[config.mk]
export PLATFORM = sky130hd
export DESIGN_NAME = l4_byte_tracker
export DESIGN_NICKNAME = d
export VERILOG_FILES = /design/src/rtl/l4chk_pkg.sv /design/src/rtl/l4_byte_tracker.sv
export SDC_FILE = /design/constraint.sdc
export NUM_CORES = 1
export LEC_CHECK = 0
export BUFFER_PORTS_ARGS = -buffer_cell sky130_fd_sc_hd__buf_4
export CORE_UTILIZATION = 51
export DETAILED_ROUTE_END_ITERATION = 12
export MAX_ROUTING_LAYER = met4
export PLACE_DENSITY = 0.77
export SYNTH_ARGS = -nofsm -noshare
export SYNTH_HDL_FRONTEND = slang
export SYNTH_SLANG_ARGS = --single-unit
[constraint.sdc]
create_clock -name clk -period 4.85 [get_ports clk]
set_input_delay 0.485 -clock clk [delete_from_list [all_inputs] [get_ports clk]]
set_output_delay 0.485 -clock clk [all_outputs]
set_load 0.02 [all_outputs]
[src/rtl/l4chk_pkg.sv]
package l4chk_pkg;

  typedef enum logic [3:0] {
    CODE_OK       = 4'd0,
    CODE_SHORT    = 4'd1,
    CODE_CSUM     = 4'd2,
    CODE_LEN      = 4'd3,
    CODE_PORT     = 4'd4,
    CODE_FIN_ONLY = 4'd8,
    CODE_NO_FLAGS = 4'd9,
    CODE_FIN_RST  = 4'd10,
    CODE_SYN_URG  = 4'd11,
    CODE_SYN_RST  = 4'd12,
    CODE_SYN_FIN  = 4'd13
  } l4_code_e;

  localparam int unsigned TCP_HDR_BYTES = 20;
  localparam int unsigned UDP_HDR_BYTES = 8;
  localparam int unsigned TCP_FLAG_POS  = 13;

  localparam int unsigned FIN_BIT = 0;
  localparam int unsigned SYN_BIT = 1;
  localparam int unsigned RST_BIT = 2;
  localparam int unsigned URG_BIT = 5;

  // header fields gathered while the packet streams through
  typedef struct packed {
    logic [15:0] src_port;
    logic [15:0] dst_port;
    logic [15:0] udp_len;
    logic [7:0]  flags;
  } l4_fields_t;

endpackage

[src/rtl/l4_byte_tracker.sv]
module l4_byte_tracker
  import l4chk_pkg::*;
#(
  parameter int OFS_W = 8,
  parameter int LEN_W = 16,
  parameter int CNT_W = 16
) (
  input  logic             clk,
  input  logic             rst,
  input  logic             in_valid,
  input  logic             in_sop,
  input  logic             in_eop,
  input  logic [7:0]       in_byte,
  input  logic [OFS_W-1:0] l4_offset,
  input  logic [LEN_W-1:0] l4_len,
  input  logic             is_tcp,
  output logic             eop_take,
  output l4_fields_t       fld_nx,
  output logic [CNT_W-1:0] l4_cnt_nx,
  output logic [LEN_W-1:0] len_cur,
  output logic             tcp_cur
);

  localparam logic [CNT_W-1:0] CNT_MAX = '1;
  localparam logic [CNT_W-1:0] LI_SRC_H = CNT_W'(0);
  localparam logic [CNT_W-1:0] LI_SRC_L = CNT_W'(1);
  localparam logic [CNT_W-1:0] LI_DST_H = CNT_W'(2);
  localparam logic [CNT_W-1:0] LI_DST_L = CNT_W'(3);
  localparam logic [CNT_W-1:0] LI_LEN_H = CNT_W'(4);
  localparam logic [CNT_W-1:0] LI_LEN_L = CNT_W'(5);
  localparam logic [CNT_W-1:0] LI_FLAGS = CNT_W'(TCP_FLAG_POS);

  logic             in_pkt_q;
  logic [CNT_W-1:0] pos_q;
  logic [CNT_W-1:0] l4cnt_q;
  logic [OFS_W-1:0] ofs_q;
  logic [LEN_W-1:0] len_q;
  logic             tcp_q;
  l4_fields_t       fld_q;

  logic             take;
  logic             in_l4;
  logic [CNT_W-1:0] idx;
  logic [CNT_W-1:0] li;
  logic [CNT_W-1:0] ofs_ext;
  logic [CNT_W-1:0] cnt_base;
  l4_fields_t       fld_base;

  always_comb begin
    take     = in_valid && (in_sop || in_pkt_q);
    idx      = in_sop ? '0 : pos_q;
    ofs_ext  = CNT_W'(in_sop ? l4_offset : ofs_q);
    in_l4    = take && (idx >= ofs_ext);
    li       = idx - ofs_ext;
    cnt_base = in_sop ? '0 : l4cnt_q;
    fld_base = in_sop ? '0 : fld_q;
    len_cur  = in_sop ? l4_len : len_q;
    tcp_cur  = in_sop ? is_tcp : tcp_q;
    eop_take = take && in_eop;

    fld_nx = fld_base;
    if (in_l4) begin
      case (li)
        LI_SRC_H: fld_nx.src_port[15:8] = in_byte;
        LI_SRC_L: fld_nx.src_port[7:0]  = in_byte;
        LI_DST_H: fld_nx.dst_port[15:8] = in_byte;
        LI_DST_L: fld_nx.dst_port[7:0]  = in_byte;
        LI_LEN_H: fld_nx.udp_len[15:8]  = in_byte;
        LI_LEN_L: fld_nx.udp_len[7:0]   = in_byte;
        LI_FLAGS: fld_nx.flags          = in_byte;
        default:  ;
      endcase
    end

    l4_cnt_nx = (in_l4 && cnt_base != CNT_MAX) ? cnt_base + CNT_W'(1) : cnt_base;
  end

  always_ff @(posedge clk) begin
    if (rst) begin
      in_pkt_q <= 1'b0;
      pos_q    <= '0;
      l4cnt_q  <= '0;
      ofs_q    <= '0;
      len_q    <= '0;
      tcp_q    <= 1'b0;
      fld_q    <= '0;
    end else if (take) begin
      in_pkt_q <= !in_eop;
      pos_q    <= (idx == CNT_MAX) ? idx : idx + CNT_W'(1);
      l4cnt_q  <= l4_cnt_nx;
      fld_q    <= fld_nx;
      if (in_sop) begin
        ofs_q <= l4_offset;
        len_q <= l4_len;
        tcp_q <= is_tcp;
      end
    end
  end

endmodule

==> results_dict.tcl <==
set metrics [dict create \
    p_clk_frac 0.491 \
    netlist_area_mm2 0.00726 \
    gp_congestion 0.912 \
    antenna_found_initial 0 \
    post_cts.repair.setup_buffers 0 \
    fillers 1182 \
    finalPower_uw 2530 \
    place_ws_ps 373 \
    post-synth-top-area-fraction 0.315 \
    sw_frac_of_total 0.267 \
    period_share 0.952 \
    clock_latency_ps 420 \
    drive_above_1_share 0.261 \
    chipHeight_um 121 \
    worst_ep_required_time_ps 4370 \
    layout_min_cycle_time_ps 4620 \
    worst-slew-pin-transition_ps 1060 \
    antenna_cells 0 \
    dr.pass1.iters 5 \
    clockRootBuffer "clkbuf_16" \
    async_flop_share 0 \
    drc 0 \
    maxSlewHeadroom 0.290 \
    synthCells 888 \
    synthFlopType "dfxtp_1" \
    setup_viol 0 \
    layout.cells.non_filler 1164 \
    h-tree-depth 4 \
    die_w_um 121 \
    ys_seq_area_frac 0.315 \
    pwr-share-comb 0.128 \
    clk_pin_slew_ps 50 \
    setup_tns_ps 0 \
    antenna_left 0 \
    maxCapViolations 0 \
    tritoncts "yes" \
    num_rows 43 \
    ios 128 \
    fin_skew_ps 9.94 \
    grtUsageTotal 0.286 \
    clock-sinks 114 \
    synth_warnings 0 \
    cp-end-kind "output port" \
    avgViaCountPerCell 6.20 \
    synth_area_leader_cell "dfxtp_1" \
    core_area_mm2 0.0139 \
    rsz0062_at_grt "no" \
    synth_edf_count 0 \
    portBuffers 127 \
    start_kind "input port" \
    cts_inserted_buffers 17 \
    irDropWorstVdd_mv 0.247 \
    p_leak_uw 0.00342 \
    synthDistinctLibCells 64 \
    status "finished, final reports clean" \
    post-route-worst-setup-slack_ps 232 \
    critPathMaxFanout 22 \
    critPathArrivalTime_ps 4130 \
    initial_utilization 0.523 \
    synth.net_count 938 \
    power_frac_seq 0.382 \
    grt_max_degree 95 \
    power_switching_uw 676 \
    final_nets 1024 \
    gr-total-overflow 0 \
    hold_viol_final 0 \
    drv_slew 0 \
    cts_max_path_buffers 2 \
    routed_wl_um 20300 \
    dieArea_mm2 0.0147 \
    grt_pass1_vias 6657 \
    power_density_mw_per_mm2 285 \
    p_int_uw 1850 \
    areaGrowthSynthToFinish_pct 22.1 \
    fmax_ghz 0.217 \
    routedWlPerCell_um 17.4 \
    vias 7215 \
    holdBufCountCts 0 \
    hold_path_class "input port to register" \
    synthTopCellsByArea "dfxtp_1, o311ai_2, nand2_1" \
    ys_ff_latch 114 \
    drt_iter0_drc 590 \
    critPathKind "input port to output port" \
    cts.repair.resized 0 \
    dp_cells 1135 \
    grt_pass1_wl_um 32600 \
    dp_hpwl_um 13200 \
    syn_avg_cell_area_um2 8.17 \
]
[layer usage]
layer / part of all wire / wire length (um) / track usage
met5: 0 / 0 / -
met1: 0.43 / 8630 / 0.353
met3: 0.086 / 1740 / 0.0851
met4: 0.022 / 444 / 0.110
met2: 0.47 / 9480 / 0.440
[stage by stage]
step	hold WS (ps)	instance area, um^2	utilization
floorplan	434	7260	-
global placement	441	8290	0.597
detailed placement	446	8290	0.597
CTS	315	8860	0.638
global route	317	8860	0.638
finish	322	8860	0.638
[cell type report]
| cell class | instances | area, um^2 | share of cell area |
|---|---|---|---|
| Clock buffer | 20 | 467 | 0.0527 |
| Sequential cell | 114 | 2280 | 0.258 |
| Tap cell | 180 | 225 | 0.0254 |
| Clock inverter | 9 | 108 | 0.0121 |
| Inverter | 5 | 18.8 | 0.00212 |
| Timing Repair Buffer | 144 | 1110 | 0.125 |
| Multi-Input combinational cell | 692 | 4650 | 0.525 |
[cell usage after synthesis (6+ instances only)]
master / instances
dfxtp_1: 114
a211oi_1: 6
nand4_1: 47
nand2_1: 172
a31oi_1: 44
nor2b_1: 14
buf_2: 7
ha_1: 11
buf_1: 17
o311ai_2: 40
o21ai_0: 11
mux2_2: 20
xor2_1: 16
nor3_1: 29
nor2_1: 80
xnor2_1: 20
nor4_1: 7
a22o_1: 16
mux2i_1: 9
o221ai_1: 16
nand3_1: 33
a21oi_1: 19
clkbuf_1: 48
o2111a_1: 7
and3_1: 9
[worst max-delay path, stage by stage]
cell,delay [ps]
buf_4,260
mux2i_1,270
ha_1,350
a21o_1,230
a211oi_1,390
nand2_1,150
or3_1,620
o2111a_1,270
a31oi_1,720
a22o_1,250
buf_4,140
[cells in the final DEF (no fill, tap or decap), types with 29 or more instances in the layout]
| cell type | Yosys | final |
|---|---|---|
| o311ai_2 | 40 | 40 |
| buf_4 | 0 | 142 |
| nor3_1 | 29 | 29 |
| dfxtp_1 | 114 | 114 |
| a31oi_1 | 44 | 44 |
| nand3_1 | 33 | 33 |
| nor2_1 | 80 | 80 |
| nand2_1 | 172 | 172 |
| nand4_1 | 47 | 47 |
[power groups by stage]
stage	sequential (uW)	clock [uW]	combinational (uW)
after detailed placement	985	0	318
after global placement	984	0	315
final	965	1240	323
after global routing	967	1290	349
after CTS	965	1250	320
after floorplan	982	0	222
[cell families after synthesis]
logic type,Yosys count,synth area share
AOI/OAI and AO/OA,195,0.253
xor gates and xnor gates,36,0.0435
adders and majority gates,12,0.0217
buffers and inverters,82,0.0488
DFF,114,0.315
muxes,31,0.0466
and+or+nand+nor,418,0.272
[flip-flops by register name (all words and copies together), names as in the netlist]
name / count
fld_q: 56
in_pkt_q: 1
tcp_q: 1
l4cnt_q: 16
len_q: 16
ofs_q: 8
pos_q: 16
[path summary, 6_finish.rpt]
path,startpoint,end,slack [ps],cells past startpoint
worst min register to register,ofs_q[7],ofs_q[7],450,2
worst max register to register,ofs_q[0],fld_q[44],1260,12
worst max-delay path,in_sop,fld_nx[9],230,11
worst min-delay path,l4_offset[2],ofs_q[2],320,3
No activity file was read; power rests on OpenSTA's default activity.
